**src/rtl/scan_pkg.sv**
```systemverilog
package scan_pkg;

    localparam int DEF_NUM_COLS        = 640;
    localparam int DEF_COLS_PER_GROUP  = 8;
    localparam int DEF_LINES_PER_FRAME = 640;

    typedef enum logic {
        MODE_NORMAL = 1'b0,
        MODE_SCAN   = 1'b1
    } scan_mode_e;

endpackage

```
**src/rtl/scan_line_ctr.sv**
```systemverilog
module scan_line_ctr #(
    parameter int LINES = 640,
    localparam int CW   = (LINES > 1) ? $clog2(LINES) : 1
) (
    input  logic clk,
    input  logic rst_n,
    input  logic clear_i,
    input  logic count_i,
    output logic frame_done_o
);
    localparam logic [CW-1:0] LAST = CW'(LINES - 1);

    typedef struct packed {
        logic [CW-1:0] cnt;
    } ctr_state_t;

    ctr_state_t st_d, st_q;

    always_comb begin
        st_d         = st_q;
        frame_done_o = 1'b0;
        if (clear_i) begin
            st_d.cnt = '0;
        end else if (count_i) begin
            if (st_q.cnt == LAST) begin
                st_d.cnt     = '0;
                frame_done_o = 1'b1;
            end else begin
                st_d.cnt = st_q.cnt + 1'b1;
            end
        end
    end

    always_ff @(posedge clk or negedge rst_n) begin
        if (!rst_n) st_q <= '0;
        else        st_q <= st_d;
    end
endmodule

```
**src/rtl/scan_onehot_ring.sv**
```systemverilog
module scan_onehot_ring #(
    parameter int STAGES = 80
) (
    input  logic              clk,
    input  logic              rst_n,
    input  logic              clear_i,
    input  logic              step_i,
    output logic [STAGES-1:0] en_o
);
    logic [STAGES-1:0] ring_d, ring_q;

    for (genvar i = 0; i < STAGES; i++) begin : g_stage
        localparam int PREV = (i == 0) ? STAGES - 1 : i - 1;
        always_comb begin
            if (clear_i)     ring_d[i] = (i == 0);
            else if (step_i) ring_d[i] = ring_q[PREV];
            else             ring_d[i] = ring_q[i];
        end
    end

    always_ff @(posedge clk or negedge rst_n) begin
        if (!rst_n) ring_q <= STAGES'(1);
        else        ring_q <= ring_d;
    end

    assign en_o = ring_q;
endmodule

```
**src/rtl/scan_group_index.sv**
```systemverilog
module scan_group_index #(
    parameter int GROUPS = 80,
    localparam int IW    = (GROUPS > 1) ? $clog2(GROUPS) : 1
) (
    input  logic          clk,
    input  logic          rst_n,
    input  logic          clear_i,
    input  logic          step_i,
    output logic [IW-1:0] idx_o
);
    localparam logic [IW-1:0] LAST = IW'(GROUPS - 1);

    logic [IW-1:0] idx_d, idx_q;

    always_comb begin
        idx_d = idx_q;
        if (clear_i)             idx_d = '0;
        else if (step_i) begin
            if (idx_q == LAST)   idx_d = '0;
            else                 idx_d = idx_q + 1'b1;
        end
    end

    always_ff @(posedge clk or negedge rst_n) begin
        if (!rst_n) idx_q <= '0;
        else        idx_q <= idx_d;
    end

    assign idx_o = idx_q;
endmodule

```
**src/rtl/scan_colgroup_ctrl.sv**
```systemverilog
module scan_colgroup_ctrl #(
    parameter int NUM_COLS        = scan_pkg::DEF_NUM_COLS,
    parameter int COLS_PER_GROUP  = scan_pkg::DEF_COLS_PER_GROUP,
    parameter int LINES_PER_FRAME = scan_pkg::DEF_LINES_PER_FRAME,
    localparam int NUM_GROUPS     = NUM_COLS / COLS_PER_GROUP,
    localparam int IDX_W          = (NUM_GROUPS > 1) ? $clog2(NUM_GROUPS) : 1
) (
    input  logic                  clk,
    input  logic                  rst_n,
    input  logic                  scan_mode_i,
    input  logic                  line_strobe_i,
    output logic [NUM_GROUPS-1:0] group_en_o,
    output logic [IDX_W-1:0]      group_idx_o
);
    import scan_pkg::*;

    typedef struct packed {
        scan_mode_e mode;
    } top_state_t;

    top_state_t st_d, st_q;
    logic entering, clear_sel, count_line, frame_done;

    always_comb begin
        st_d       = st_q;
        st_d.mode  = scan_mode_i ? MODE_SCAN : MODE_NORMAL;
        entering   = scan_mode_i && (st_q.mode == MODE_NORMAL);
        clear_sel  = !scan_mode_i || entering;
        count_line = scan_mode_i && !entering && line_strobe_i;
    end

    always_ff @(posedge clk or negedge rst_n) begin
        if (!rst_n) st_q <= '{mode: MODE_NORMAL};
        else        st_q <= st_d;
    end

    scan_line_ctr #(.LINES(LINES_PER_FRAME)) u_lines (
        .clk          (clk),
        .rst_n        (rst_n),
        .clear_i      (clear_sel),
        .count_i      (count_line),
        .frame_done_o (frame_done)
    );

    scan_onehot_ring #(.STAGES(NUM_GROUPS)) u_ring (
        .clk     (clk),
        .rst_n   (rst_n),
        .clear_i (clear_sel),
        .step_i  (frame_done),
        .en_o    (group_en_o)
    );

    scan_group_index #(.GROUPS(NUM_GROUPS)) u_index (
        .clk     (clk),
        .rst_n   (rst_n),
        .clear_i (clear_sel),
        .step_i  (frame_done),
        .idx_o   (group_idx_o)
    );
endmodule

```
**config.mk**
```make
export PLATFORM = sky130hd
export DESIGN_NAME = scan_colgroup_ctrl
export DESIGN_NICKNAME = d
export VERILOG_FILES = /design/src/rtl/scan_pkg.sv /design/src/rtl/scan_line_ctr.sv /design/src/rtl/scan_onehot_ring.sv /design/src/rtl/scan_group_index.sv /design/src/rtl/scan_colgroup_ctrl.sv
export SDC_FILE = /design/constraint.sdc
export NUM_CORES = 1
export LEC_CHECK = 0
export ABC_CLOCK_PERIOD_IN_PS = 4000
export CORE_MARGIN = 4
export CORE_UTILIZATION = 55
export CTS_CLUSTER_SIZE = 25
export DETAILED_ROUTE_END_ITERATION = 8
export PLACE_DENSITY = 0.92
export SLEW_MARGIN = 20
export SYNTH_ARGS = -nofsm -noshare
export SYNTH_HDL_FRONTEND = slang
export SYNTH_HIERARCHICAL = 1
export SYNTH_SLANG_ARGS = --single-unit
```
**constraint.sdc**
```tcl
create_clock -name clk -period 4 [get_ports clk]
set_input_delay 0.8 -clock clk [delete_from_list [all_inputs] [get_ports clk]]
set_output_delay 0.8 -clock clk [all_outputs]
set_load 0.03 [all_outputs]
```
Yosys cells after proc, flatten, opt, wreduce, memory -nomap -nowiden
Cells that the tools add are included.
Storage, ports and cells
  bits of input ports: 4
  output and inout bits: 87
  word-level logic and storage cells: 187
  register bits after elaboration: 98
Operators by class
  multiplexer cells: 170
  $add $sub $neg: 2
  reduce and logical (&&, ||, !) cells: 8
  bitwise gates (word level): 1
  equality and inequality tests: 2
Operator list (count)
  1-bit two-way mux: 164
  10-bit two-way mux: 3
  7-bit two-way mux: 3
  10-bit by 1-bit adder with 10-bit output, second input constant: 1
  10-bit == test, second input constant: 1
  7-bit by 1-bit adder with 7-bit output, second input constant: 1
  7-bit == test, second input constant: 1
  2-bit nonzero test: 2
  1-bit logical AND: 3
  1-bit logical NOT: 2
  1-bit logical OR: 1
  1-bit inverter: 1

Longest topological paths before layout
Gate-level depths: netlist of the first run.
  depth in word-level cells: 9
  depth in mapped cells: 8
  gate-level depth less buffers: 7

By module
The synthesis of the first run kept the hierarchy.
By module, submodules not included
  scan_onehot_ring: times used 1, cells each 258, seq. area each 2003.2 um2, area each 3321.9 um2
  scan_line_ctr: times used 1, cells each 56, seq. area each 250.2 um2, area each 576.8 um2
  scan_group_index: times used 1, cells each 42, seq. area each 175.2 um2, area each 405.4 um2
  scan_colgroup_ctrl: times used 1, cells each 3, seq. area each 25.0 um2, area each 35.0 um2

Worst setup path before layout of the first run
OpenSTA, ideal clock, no wires.
  path kind: flip-flop to flip-flop
  start point: register u_lines/st_q[0] (netlist name)
  end point: register u_index.idx_q[6], in the netlist u_index/idx_o[6]
  path buffers: 1
  clock period less this slack: 2.506 ns
  stages on the path, launching flop included: 9
  required time: 3.923 ns
  path slack: 1.494 ns
  arrival time: 2.429 ns
  library setup time: 0.077 ns
  cells stage by stage: dfrtp_1 ha_1 nand4b_1 or3_2 nor3_1 buf_6 nand4_1 or3_1 a21oi_1
On the way
  cells in the longest elaborated chain, start to end: 5
RTL lines
  from (decl): line scan_line_ctr.sv:17  | ctr_state_t st_d, st_q;
  from (signal assigned): line scan_line_ctr.sv:36  | else st_q <= st_d;
  10-bit == test: line scan_line_ctr.sv:25  | if (st_q.cnt == LAST) begin
  1-bit two-way mux: line scan_line_ctr.sv:25
  1-bit two-way mux: line scan_line_ctr.sv:24  | end else if (count_i) begin
  1-bit two-way mux: line scan_line_ctr.sv:22  | if (clear_i) begin
  named net frame_done: line scan_colgroup_ctrl.sv:22  | logic entering, clear_sel, count_line, frame_done;
  2-bit nonzero test (no line)
  to (signal assigned): line scan_group_index.sv:26  | else idx_q <= idx_d;
  to (decl): line scan_group_index.sv:13  | logic [IW-1:0] idx_d, idx_q;
The timed path passes the listed nets, and every way through them passes these cells.
A chain may end at the register's enable or synchronous reset.

Worst setup path in the final report of the first run
  start point: input port scan_mode_i
  end point: register u_ring.ring_q[78], in the netlist u_ring/en_o[78]
On the way
  cells in the longest elaborated chain, start to end: 7
  elaborated cells between the ends (all ways): 10
  classes of those cells: mux (3); reduce/logical (7)
RTL lines
  from (decl): line scan_colgroup_ctrl.sv:10  | input logic scan_mode_i,
  1-bit logical AND: line scan_colgroup_ctrl.sv:27  | entering = scan_mode_i && (st_q.mode == MODE_NORMAL);
  1-bit logical NOT: line scan_colgroup_ctrl.sv:29  | count_line = scan_mode_i && !entering && line_strobe_i;
  1-bit logical AND * (2 in series): line scan_colgroup_ctrl.sv:29
  named net count_line: line scan_colgroup_ctrl.sv:22
  1-bit two-way mux *: line scan_line_ctr.sv:24
  1-bit two-way mux *: line scan_line_ctr.sv:22
  named net frame_done: line scan_colgroup_ctrl.sv:22
  2-bit nonzero test (no line) *
  to (signal assigned): line scan_onehot_ring.sv:23  | else ring_q <= ring_d;
  to (decl): line scan_onehot_ring.sv:10  | logic [STAGES-1:0] ring_d, ring_q;
Mark *: on every way through the listed nets, which the timed path passes. The rest lies on a longest branch.

==> metrics.txt, run 1 <==
# TYPE chip_impl_metric gauge
chip_impl_info{name="run_status",value="complete, no violations"} 1
chip_impl_metric{name="yosys_register_bits",unit=""} 98
chip_impl_metric{name="postLayoutCoreUtil",unit="%"} 70.67
chip_impl_metric{name="netlist.area_leader.share",unit="%"} 55.94
chip_impl_info{name="setup.worst_path.start_class",value="input pin"} 1
chip_impl_metric{name="whs",unit="ns"} 0.4925
chip_impl_info{name="critPathKind",value="in -> reg"} 1
chip_impl_metric{name="crit_fanout",unit=""} 58
chip_impl_metric{name="number_of_global_route_vias_before_repair",unit=""} 3103
chip_impl_metric{name="finalWeightedCongestion",unit=""} 0.8210
chip_impl_metric{name="worst_slew_pin_slew",unit="ns"} 0.8083
chip_impl_metric{name="synth_cells",unit=""} 359
chip_impl_metric{name="grt_overflow_total",unit=""} 0
chip_impl_metric{name="clock_latency_on_the_worst_skew_pair",unit="ns"} 0.35
chip_impl_metric{name="antenna_found_initial",unit=""} 0
chip_impl_metric{name="synth.avg_cell_area",unit="um^2"} 12.09
chip_impl_metric{name="vias_per_instance",unit=""} 5.450
chip_impl_metric{name="finish.instance_area",unit="mm^2"} 0.005433
chip_impl_metric{name="worst_slack",unit="ns"} 1.120
chip_impl_info{name="ys.flop_type",value="dfrtp_1"} 1
chip_impl_metric{name="synth-seq-area-share",unit="%"} 56.55
chip_impl_metric{name="die_height",unit="um"} 96.82
chip_impl_info{name="mostFrequentLayoutCells",value="dfrtp_1 (97), clkdlybuf4s50_1 (89), nor2_1 (84), mux2i_1 (79), clkbuf_8 (11)"} 1
chip_impl_metric{name="placedInstanceArea",unit="mm^2"} 0.005200
chip_impl_metric{name="final_hold_viol_count",unit=""} 0
chip_impl_metric{name="placeableCoreArea",unit="mm^2"} 0.007687
chip_impl_metric{name="grt_start_max_net_pins",unit=""} 94
chip_impl_metric{name="clock_tree.buffer_depth",unit=""} 2
chip_impl_metric{name="fin_cells",unit=""} 551
chip_impl_info{name="layout_commonest_cell",value="dfrtp_1"} 1
chip_impl_metric{name="power_switching_share",unit="%"} 20.65
chip_impl_metric{name="synth-edff-count",unit=""} 0
chip_impl_metric{name="clkSlewWorstSetupHoldPaths",unit="ns"} 0.09
chip_impl_metric{name="powerDensity",unit="mW/mm^2"} 321.3
chip_impl_metric{name="post-cts-setup-buffer-count",unit=""} 0
chip_impl_metric{name="synth.net_count",unit=""} 365
chip_impl_metric{name="grt.total_usage",unit="%"} 19.59
chip_impl_info{name="rsz_0062_raised_after_global_routing",value="no"} 1
chip_impl_metric{name="p_int",unit="mW"} 1.385
chip_impl_metric{name="die-width",unit="um"} 96.82
chip_impl_metric{name="dieArea",unit="mm^2"} 0.009374
chip_impl_info{name="crit_path_cell_chain",value="clkdlybuf4s50_1, and3_1, inv_1, nor3_2, buf_12, mux2i_1, nor2_1"} 1
chip_impl_metric{name="total_clock_buffers_created_by_cts",unit=""} 9
chip_impl_metric{name="worstPathArrival",unit="ns"} 3.11
chip_impl_metric{name="p_sw",unit="uW"} 360.5
chip_impl_metric{name="setup_violations_final",unit=""} 0
chip_impl_metric{name="syn_area",unit="mm^2"} 0.004339
chip_impl_metric{name="maxSlewHeadroom",unit="%"} 46.11
chip_impl_metric{name="number_of_buffers_inserted_for_hold_repair_after_clock_tree_synthesis",unit=""} 0
chip_impl_metric{name="pre_cts_slack",unit="ns"} 0.7891
chip_impl_info{name="cts_tree",value="done"} 1
chip_impl_metric{name="dp.final_hpwl",unit="mm"} 5.865
chip_impl_metric{name="synth_cell_types",unit=""} 44
chip_impl_info{name="root_buffer",value="clkbuf_8"} 1
chip_impl_metric{name="first_pass_iters",unit=""} 4
chip_impl_metric{name="rows",unit=""} 32
chip_impl_metric{name="start_util",unit="%"} 56.45
chip_impl_metric{name="ys.warnings.count",unit=""} 6
chip_impl_metric{name="post_route_antenna_net_violation_count",unit=""} 0
chip_impl_info{name="worstSetupEndpointType",value="flip-flop"} 1
chip_impl_metric{name="p_seq_share",unit="%"} 56.8
chip_impl_metric{name="i_o_pin_total",unit=""} 91
chip_impl_metric{name="post-layout-total-power",unit="mW"} 1.746
chip_impl_metric{name="critPathMaxStageDelay",unit="ns"} 0.54
chip_impl_metric{name="clock_sinks",unit=""} 98
chip_impl_metric{name="maxSlewViolCount",unit=""} 0
chip_impl_info{name="timing.hold.worst.class",value="in -> async"} 1
chip_impl_metric{name="timing.critical_path.required",unit="ns"} 4.23
chip_impl_metric{name="numPortBuffers",unit=""} 90
chip_impl_metric{name="final_min_period",unit="ns"} 2.880
chip_impl_metric{name="wire_length_of_the_first_global_routing_pass",unit="mm"} 15.30
chip_impl_metric{name="pwr-share-comb",unit="%"} 2.6
chip_impl_metric{name="fillerInstances",unit=""} 583
chip_impl_metric{name="cts-htree-levels",unit=""} 3
chip_impl_info{name="netlist.top_cell.by_area",value="dfrtp_1"} 1
chip_impl_metric{name="finalSetupTns",unit="ns"} 0
chip_impl_info{name="critical-path-slowest-cell",value="clkdlybuf4s50_1"} 1
chip_impl_metric{name="fin_nets",unit=""} 450
chip_impl_metric{name="route.detailed.wl_per_inst",unit="um"} 15.82
chip_impl_metric{name="final_layout_size_suffix_gt1_share",unit="%"} 7.572
chip_impl_metric{name="dp.cells",unit=""} 535
chip_impl_metric{name="flow.area_growth_from_synthesis",unit="%"} 25.20
chip_impl_metric{name="clock_network_power_share",unit="%"} 40.6
chip_impl_metric{name="route.detailed.drc",unit=""} 0
chip_impl_metric{name="ir_drop",unit="mV"} 0.2372
chip_impl_metric{name="clock-skew-final",unit="ns"} 0.01095
chip_impl_info{name="synth.area.top_cells",value="dfrtp_1 (56%), mux2i_1 (18%), nor2_1 (7.3%), buf_12 (4.2%), a21oi_1 (1.0%)"} 1
chip_impl_metric{name="static-leakage-power",unit="nW"} 2.108
chip_impl_metric{name="layout_worst_path_cycle_share",unit="%"} 72.01
chip_impl_metric{name="via_count",unit=""} 3003
chip_impl_metric{name="fmax",unit="MHz"} 347.2
chip_impl_metric{name="synth_async_sr_flop_share",unit="%"} 100.0
chip_impl_metric{name="drt_iter0_drc",unit=""} 167
chip_impl_metric{name="route.final.wire_length",unit="mm"} 8.718
chip_impl_metric{name="antenna_cells",unit=""} 0
chip_impl_metric{name="cap_viol_max_count",unit=""} 0
chip_impl_metric{name="ctsResizeCount",unit=""} 0
[area by class of cell]
type                    count  area, um^2  area share (%)
clock inverters             4       73.82           1.359
repair buffers             95       964.7           17.76
inverters                   5       18.77          0.3455
clock buffers              12       155.1           2.856
well taps                 102       127.6           2.349
multi-input cells         235        1639           30.17
flip-flops and latches     98        2454           45.16
[power by group through the flow]
stage	Combinational [mW]	Clock [mW]	Sequential, mW
floorplan	0.0189	0	1.01
global placement	0.0449	0	1.01
detailed placement	0.0462	0	1.01
CTS	0.0463	0.729	0.991
global route	0.0519	0.775	0.992
finish	0.0448	0.709	0.991
[state kept, by name (all words and copies together) (netlist names)]
signal and flops:
u_ring/en_o 80, u_index/idx_o 7, u_lines/st_q 10, st_q 1
[metal layers]
metal	part of all wire [%]	up-vias	wire length (um)	global-route usage (%)
met5	0	-	0	0
met4	0.75	0	65	6.263
met3	5.1	6	445	3.028
met2	51	96	4480	33.12
met1	43	1505	3726	26.01
li1	-	1396	-	-
[Yosys cell counts, drive strengths merged, types with 2 or more instances]
cell type	number
o2111ai	2
dfrtp	97
nand3	2
xor2	4
o31ai	4
or4	2
o21ai	4
ha	2
clkbuf	8
or3	6
a211o	2
nand2b	3
a21oi	10
nand2	11
nor2b	2
nor2	84
inv	5
nand4	3
buf	13
and2b	2
mux2i	79
nand4b	2
[worst paths after layout]
kind	from	end	slack, ns	cells past startpoint
setup / recovery	scan_mode_i	u_ring/en_o[78]$_DFFE_PN0P_	1.12	7
hold / removal	rst_n	u_ring/en_o[48]$_DFFE_PN0P_	0.49	1
setup reg to reg	u_lines/st_q[0]$_DFFE_PN0P_	u_ring/en_o[78]$_DFFE_PN0P_	1.28	7
hold reg to reg	u_ring/en_o[79]$_DFFE_PN0P_	u_ring/en_o[0]$_DFFE_PN1P_	0.54	1
max in group asynchronous	rst_n	u_index/idx_o[1]$_DFFE_PN0P_	2.89	2
min in group clk	u_ring/en_o[79]$_DFFE_PN0P_	u_ring/en_o[0]$_DFFE_PN1P_	0.54	1
[worst max-delay path, delay by kind of cell]
| family | cells | cell delay (ns) |
|---|---|---|
| multiplexers | 1 | 0.29 |
| buffers and inverters | 3 | 1.09 |
| AND/OR/NAND/NOR | 3 | 0.86 |
[kinds of logic after synthesis]
logic type	synth area share [%]
simple gates	12.95
flops	56.55
mux	18.22
compound gates	4.931
buf+inv	5.969
xor+xnor	0.8073
fa+ha+maj	0.5766
Power figures use the tool's default switching activity.
==> run 2: changes to the inputs <==
ABC_CLOCK_PERIOD_IN_PS = 2600   (was 4000)
CORE_UTILIZATION = 46   (was 55)
PLACE_DENSITY = 0.83   (was 0.92)
clock period = 2.6 ns   (was 4 ns; I/O delays follow)
==> run 2 against run 1 <==
Net effect: wire length shrank 1.9%; sequential share of layout area shrank 0.84 points; die area grew 18%; clock skew grew 0.0054 ns; worst hold slack lost 0.40 ns; via count shrank 1.8%; utilization shrank 10 points; largest cell class unchanged; largest power group unchanged.
==> metrics.txt, run 2 (same netlist as run 1, synthesis figures left out) <==
# TYPE chip_impl_metric gauge
chip_impl_metric{name="pwr-share-comb",unit="%"} 2.6
chip_impl_metric{name="fmax",unit="MHz"} 413.7
chip_impl_metric{name="clkSlewWorstSetupHoldPaths",unit="ns"} 0.10
chip_impl_info{name="critPathKind",value="reg -> reg"} 1
chip_impl_metric{name="dieArea",unit="mm^2"} 0.01105
chip_impl_metric{name="p_int",unit="mW"} 2.178
chip_impl_metric{name="die_height",unit="um"} 105.1
chip_impl_metric{name="die-width",unit="um"} 105.1
chip_impl_metric{name="crit_fanout",unit=""} 27
chip_impl_metric{name="worstPathArrival",unit="ns"} 2.62
chip_impl_metric{name="clock_tree.buffer_depth",unit=""} 2
chip_impl_info{name="run_status",value="complete, no violations"} 1
chip_impl_info{name="cts_tree",value="done"} 1
chip_impl_metric{name="maxSlewViolCount",unit=""} 0
chip_impl_metric{name="timing.critical_path.required",unit="ns"} 2.81
chip_impl_metric{name="grt_overflow_total",unit=""} 0
chip_impl_metric{name="vias_per_instance",unit=""} 5.181
chip_impl_metric{name="clock_network_power_share",unit="%"} 41.9
chip_impl_metric{name="wire_length_of_the_first_global_routing_pass",unit="mm"} 14.43
chip_impl_info{name="mostFrequentLayoutCells",value="dfrtp_1 (97), clkdlybuf4s50_1 (89), nor2_1 (84), mux2i_1 (79), buf_4 (13)"} 1
chip_impl_metric{name="postLayoutCoreUtil",unit="%"} 60.19
chip_impl_metric{name="setup_violations_final",unit=""} 0
chip_impl_metric{name="route.detailed.wl_per_inst",unit="um"} 15.02
chip_impl_metric{name="finalWeightedCongestion",unit=""} 0.7745
chip_impl_metric{name="i_o_pin_total",unit=""} 91
chip_impl_metric{name="number_of_buffers_inserted_for_hold_repair_after_clock_tree_synthesis",unit=""} 0
chip_impl_metric{name="antenna_found_initial",unit=""} 0
chip_impl_metric{name="ctsResizeCount",unit=""} 0
chip_impl_info{name="setup.worst_path.start_class",value="flip-flop"} 1
chip_impl_info{name="crit_path_cell_chain",value="ha_1, nand4b_1, or3_2, nor3_2, buf_4, buf_12, mux2i_1, nor2_1"} 1
chip_impl_metric{name="globalRouteMet2Util",unit="%"} 26.54
chip_impl_metric{name="final_min_period",unit="ns"} 2.417
chip_impl_metric{name="rows",unit=""} 35
chip_impl_metric{name="static-leakage-power",unit="nW"} 2.167
chip_impl_metric{name="antenna_cells",unit=""} 0
chip_impl_metric{name="powerDensity",unit="mW/mm^2"} 497.0
chip_impl_info{name="timing.hold.worst.class",value="in -> async"} 1
chip_impl_metric{name="grt.total_usage",unit="%"} 15.90
chip_impl_metric{name="fin_nets",unit=""} 460
chip_impl_metric{name="total_clock_buffers_created_by_cts",unit=""} 9
chip_impl_info{name="root_buffer",value="clkbuf_8"} 1
chip_impl_metric{name="flow.area_growth_from_synthesis",unit="%"} 27.57
chip_impl_metric{name="critPathMaxStageDelay",unit="ns"} 0.45
chip_impl_metric{name="placeableCoreArea",unit="mm^2"} 0.009196
chip_impl_metric{name="cap_viol_max_count",unit=""} 0
chip_impl_metric{name="post_route_antenna_net_violation_count",unit=""} 0
chip_impl_metric{name="dp.final_hpwl",unit="mm"} 5.925
chip_impl_metric{name="final_layout_size_suffix_gt1_share",unit="%"} 9.607
chip_impl_info{name="layout_commonest_cell",value="dfrtp_1"} 1
chip_impl_metric{name="cts-htree-levels",unit=""} 3
chip_impl_metric{name="p_seq_share",unit="%"} 55.4
chip_impl_metric{name="post-cts-setup-buffer-count",unit=""} 0
chip_impl_info{name="most_crowded_layer_gr",value="met2"} 1
chip_impl_metric{name="route.final.wire_length",unit="mm"} 8.549
chip_impl_metric{name="finalSetupTns",unit="ns"} 0
chip_impl_metric{name="worst_slew_pin_slew",unit="ns"} 0.5455
chip_impl_metric{name="clock_sinks",unit=""} 98
chip_impl_metric{name="drt_iter0_drc",unit=""} 100
chip_impl_metric{name="number_of_flip_flops_under_the_largest_register_name",unit=""} 80
chip_impl_metric{name="globalRouteMet1Util",unit="%"} 20.75
chip_impl_metric{name="power_switching_share",unit="%"} 20.83
chip_impl_metric{name="number_of_global_route_vias_before_repair",unit=""} 2949
chip_impl_metric{name="first_pass_iters",unit=""} 4
chip_impl_metric{name="maxSlewHeadroom",unit="%"} 63.63
chip_impl_metric{name="final_hold_viol_count",unit=""} 0
chip_impl_metric{name="grt_start_max_net_pins",unit=""} 68
chip_impl_metric{name="start_util",unit="%"} 47.18
chip_impl_metric{name="ir_drop",unit="mV"} 0.2241
chip_impl_metric{name="route.detailed.drc",unit=""} 0
chip_impl_metric{name="grt_use_met3",unit="%"} 2.965
chip_impl_info{name="worstSetupEndpointType",value="flip-flop"} 1
chip_impl_metric{name="finish.instance_area",unit="mm^2"} 0.005535
chip_impl_metric{name="via_count",unit=""} 2948
chip_impl_metric{name="p_sw",unit="uW"} 573.0
chip_impl_metric{name="placedInstanceArea",unit="mm^2"} 0.005299
chip_impl_info{name="rsz_0062_raised_after_global_routing",value="no"} 1
chip_impl_metric{name="layout_worst_path_cycle_share",unit="%"} 92.96
chip_impl_metric{name="clock-skew-final",unit="ns"} 0.01640
chip_impl_metric{name="numPortBuffers",unit=""} 90
chip_impl_metric{name="clock_latency_on_the_worst_skew_pair",unit="ns"} 0.35
chip_impl_info{name="critical-path-slowest-cell",value="or3_2"} 1
## run 2: changes by cell type in the layout (fill, tap and decap cells not counted)
cell       change
buf_12         +1
buf_6          -1
bufinv_16      +1
clkbuf_8       -2
inv_6          +2
clkinv_4       -1
buf_4         +10
clkbuf_1       -1
## run 2: power groups by stage
stage / Combinational, mW / Clock (mW) / Sequential [mW]
6_report: 0.0726 / 1.15 / 1.53
5_1_grt: 0.0836 / 1.24 / 1.53
4_1_cts: 0.0760 / 1.19 / 1.53
3_5_place_dp: 0.0753 / 0 / 1.56
3_3_place_gp: 0.0742 / 0 / 1.56
2_1_floorplan: 0.0291 / 0 / 1.56
## run 2: routing by layer
layer | wire, um | share of wire [%] | vias up
li1 | - | - | 1415
met1 | 3834 | 45 | 1467
met2 | 4341 | 51 | 62
met3 | 326 | 3.8 | 4
met4 | 47 | 0.55 | 0
met5 | 0 | 0 | -
## run 2: worst paths after layout
path | start | slack [ns] | depth (start not counted) | endpoint
max | u_lines/st_q[0]$_DFFE_PN0P_ | 0.18 | 8 | u_ring/en_o[21]$_DFFE_PN0P_
min | rst_n | 0.1 | 1 | u_ring/en_o[9]$_DFFE_PN0P_
max reg2reg | u_lines/st_q[0]$_DFFE_PN0P_ | 0.18 | 8 | u_ring/en_o[21]$_DFFE_PN0P_
min reg2reg | u_ring/en_o[79]$_DFFE_PN0P_ | 0.54 | 1 | u_ring/en_o[0]$_DFFE_PN1P_
max in group asynchronous | rst_n | 1.82 | 2 | u_lines/st_q[8]$_DFFE_PN0P_
min in group clk | u_ring/en_o[79]$_DFFE_PN0P_ | 0.54 | 1 | u_ring/en_o[0]$_DFFE_PN1P_
## run 2: final cells by class
type	count	area (um^2)
Clock inverter	6	112.6
Clock buffer	9	123.9
Fill cell	751	3661
Timing Repair Buffer	105	1049
Inverter	5	18.77
Tap cell	111	138.9
Sequential cell	98	2454
Multi-Input combinational cell	235	1639
## run 2: metrics by stage
| step | setup slack [ns] | cells | total power, mW | hold WS [ns] |
|---|---|---|---|---|
| after floorplan | 0.09376 | 359 | 1.584 | 0.2244 |
| after global placement | 0.1935 | 554 | 1.630 | 0.4752 |
| after detailed placement | 0.1102 | 554 | 1.631 | 0.4815 |
| after CTS | 0.1880 | 569 | 2.794 | 0.08645 |
| after global routing | 0.01480 | 569 | 2.851 | 0.1026 |
| final | 0.1830 | 569 | 2.751 | 0.09695 |
## run 2: worst max-delay path: cells and delay by family (launching register included)
kind / cells / cell delay (ns)
flip-flops: 1 / 0.42
buffers and inverters: 2 / 0.42
multiplexers: 1 / 0.23
AND/OR/NAND/NOR: 4 / 0.94
adder cells (fa/ha/maj): 1 / 0.26
==> run 3: changes to the inputs <==
ABC_CLOCK_PERIOD_IN_PS = default   (was 2600)
CTS_CLUSTER_DIAMETER = 60   (was default)
PLACE_DENSITY = 0.76   (was 0.83)
==> run 3 against run 2 <==
Net effect: via count shrank 0.10%; worst hold slack gained 0.043 ns; clock skew shrank 0.0050 ns; combinational power is essentially flat; highest routed layer unchanged; sequential power is essentially flat; non-clock buffer count shrank 7; wire length is essentially flat; power shrank 8.1%; final area shrank 1.8%; utilization shrank 1.1 points; cell count shrank 1.1%; largest cell class unchanged.
==> metrics.txt, run 3 (same netlist as run 1, synthesis figures left out) <==
# TYPE chip_impl_metric gauge
chip_impl_metric{name="drt_iter0_drc",unit=""} 116
chip_impl_info{name="mostFrequentLayoutCells",value="dfrtp_1 (97), clkdlybuf4s50_1 (89), nor2_1 (84), mux2i_1 (79)"} 1
chip_impl_metric{name="antenna_cells",unit=""} 0
chip_impl_metric{name="worst_slack",unit="ns"} 0.2257
chip_impl_info{name="setup.worst_path.start_class",value="flip-flop"} 1
chip_impl_metric{name="numPortBuffers",unit=""} 90
chip_impl_metric{name="die-width",unit="um"} 105.1
chip_impl_metric{name="number_of_flip_flops_under_the_largest_register_name",unit=""} 80
chip_impl_metric{name="ctsResizeCount",unit=""} 0
chip_impl_metric{name="maxSlewViolCount",unit=""} 0
chip_impl_metric{name="final_min_period",unit="ns"} 2.374
chip_impl_metric{name="critPathMaxStageDelay",unit="ns"} 0.44
chip_impl_metric{name="pre_cts_slack",unit="ns"} 0.04288
chip_impl_metric{name="fin_nets",unit=""} 453
chip_impl_metric{name="r2r_cells",unit=""} 8
chip_impl_metric{name="cap_viol_max_count",unit=""} 0
chip_impl_metric{name="finalSetupTns",unit="ns"} 0
chip_impl_metric{name="static-leakage-power",unit="nW"} 2.098
chip_impl_info{name="critical-path-slowest-cell",value="or3_2"} 1
chip_impl_info{name="crit_path_cell_chain",value="ha_2, nand4b_1, or3_2, nor3_2, buf_4, nand4_1, or3_1, a21oi_1"} 1
chip_impl_info{name="timing.hold.worst.class",value="in -> async"} 1
chip_impl_metric{name="total_clock_buffers_created_by_cts",unit=""} 9
chip_impl_metric{name="timing.critical_path.required",unit="ns"} 2.88
chip_impl_metric{name="flow.area_growth_from_synthesis",unit="%"} 25.26
chip_impl_metric{name="i_o_pin_total",unit=""} 91
chip_impl_metric{name="setup_violations_final",unit=""} 0
chip_impl_metric{name="layout_worst_path_cycle_share",unit="%"} 91.32
chip_impl_metric{name="crit_buf_inv",unit=""} 1
chip_impl_metric{name="grt_start_max_net_pins",unit=""} 58
chip_impl_metric{name="cp.depth",unit=""} 8
chip_impl_metric{name="dp.final_hpwl",unit="mm"} 5.805
chip_impl_info{name="layout_commonest_cell",value="dfrtp_1"} 1
chip_impl_metric{name="dieArea",unit="mm^2"} 0.01105
chip_impl_metric{name="number_of_buffers_inserted_for_hold_repair_after_clock_tree_synthesis",unit=""} 0
chip_impl_metric{name="clkSlewWorstSetupHoldPaths",unit="ns"} 0.10
chip_impl_metric{name="crit_fanout",unit=""} 7
chip_impl_info{name="cts_tree",value="done"} 1
chip_impl_metric{name="worstPathArrival",unit="ns"} 2.65
chip_impl_metric{name="cts-htree-levels",unit=""} 3
chip_impl_metric{name="maxSlewHeadroom",unit="%"} 63.37
chip_impl_metric{name="final_layout_size_suffix_gt1_share",unit="%"} 8.628
chip_impl_metric{name="first_pass_iters",unit=""} 4
chip_impl_metric{name="number_of_global_route_vias_before_repair",unit=""} 2871
chip_impl_metric{name="antenna_found_initial",unit=""} 0
chip_impl_metric{name="post_route_antenna_net_violation_count",unit=""} 0
chip_impl_metric{name="via_count",unit=""} 2945
chip_impl_metric{name="vias_per_instance",unit=""} 5.231
chip_impl_metric{name="powerDensity",unit="mW/mm^2"} 465.4
chip_impl_metric{name="start_util",unit="%"} 47.18
chip_impl_metric{name="ir_drop",unit="mV"} 0.2962
chip_impl_info{name="critPathKind",value="reg -> reg"} 1
chip_impl_metric{name="die_height",unit="um"} 105.1
chip_impl_info{name="worstSetupEndpointType",value="flip-flop"} 1
chip_impl_metric{name="clock_sinks",unit=""} 98
chip_impl_metric{name="final_hold_viol_count",unit=""} 0
chip_impl_metric{name="post-cts-setup-buffer-count",unit=""} 0
chip_impl_metric{name="wire_length_of_the_first_global_routing_pass",unit="mm"} 14.38
chip_impl_info{name="run_status",value="complete, no violations"} 1
chip_impl_info{name="cell_type_group_with_the_largest_total_delay_on_the_critical_path",value="simple AND/OR/NAND/NOR gates"} 1
chip_impl_metric{name="route.detailed.drc",unit=""} 0
chip_impl_metric{name="finish.instance_area",unit="mm^2"} 0.005435
chip_impl_metric{name="placedInstanceArea",unit="mm^2"} 0.005246
chip_impl_metric{name="grt.total_usage",unit="%"} 15.75
chip_impl_metric{name="grt_overflow_total",unit=""} 0
chip_impl_info{name="rsz_0062_raised_after_global_routing",value="no"} 1
chip_impl_info{name="root_buffer",value="clkbuf_8"} 1
chip_impl_metric{name="placeableCoreArea",unit="mm^2"} 0.009196
chip_impl_metric{name="fmax",unit="MHz"} 421.2
chip_impl_metric{name="finalWeightedCongestion",unit=""} 0.7446
chip_impl_metric{name="clock-skew-final",unit="ns"} 0.01138
chip_impl_metric{name="route.final.wire_length",unit="mm"} 8.541
chip_impl_metric{name="route.detailed.wl_per_inst",unit="um"} 15.17
chip_impl_metric{name="worst_slew_pin_slew",unit="ns"} 0.5495
chip_impl_metric{name="clock_latency_on_the_worst_skew_pair",unit="ns"} 0.35
chip_impl_metric{name="rows",unit=""} 35
chip_impl_metric{name="clock_tree.buffer_depth",unit=""} 2
run 3: stage by stage:
step	power, mW	hold slack (ns)	cells	util, %
2_1_floorplan	1.584	0.2244	359	-
4_1_cts	2.556	0.1560	563	59.07
3_3_place_gp	1.630	0.5154	547	57.05
6_report	2.529	0.1396	563	59.10
5_1_grt	2.630	0.1688	563	59.10
3_5_place_dp	1.631	0.5310	547	57.05
run 3: layout make-up:
type	instances	area, um^2
clock buffer	10	137.6
clock inverter	6	48.80
fill	814	3761
inverter	5	18.77
multi-input combinational	235	1642
sequential	98	2454
tap	111	138.9
timing repair buffer	98	996.0
run 3: layer usage:
layer / up-vias / global-route usage, % / share of wire [%]
met5: - / 0 / 0
met4: 0 / 4.873 / 1.2
met3: 8 / 3.027 / 3.9
met2: 64 / 25.25 / 47
met1: 1463 / 21.73 / 47
li1: 1410 / - / -
run 3: power by group:
part           internal, mW  switching [mW]  total, mW
Clock                 0.386           0.545      0.931
Sequential             1.52         0.00129       1.53
Combinational        0.0138          0.0588     0.0726
Total                  1.92           0.605       2.53
run 3: final timing paths:
path                                             start                           end  slack, ns
setup / recovery           u_lines/st_q[0]$_DFFE_PN0P_  u_index/idx_o[6]$_DFFE_PN0P_       0.23
hold / removal                                   rst_n   u_ring/en_o[11]$_DFFE_PN0P_       0.14
setup reg to reg           u_lines/st_q[0]$_DFFE_PN0P_  u_index/idx_o[6]$_DFFE_PN0P_       0.23
hold reg to reg            u_ring/en_o[79]$_DFFE_PN0P_    u_ring/en_o[0]$_DFFE_PN1P_       0.54
max in group asynchronous                        rst_n  u_index/idx_o[1]$_DFFE_PN0P_       1.77
min in group clk           u_ring/en_o[79]$_DFFE_PN0P_    u_ring/en_o[0]$_DFFE_PN1P_       0.54
run 3: worst register-to-register path, stage by stage, from the launching register on:
cell      delay, ns
dfrtp_1        0.42
ha_2           0.24
nand4b_1       0.13
or3_2          0.44
nor3_2         0.11
buf_4          0.18
nand4_1        0.20
or3_1          0.41
a21oi_1        0.17
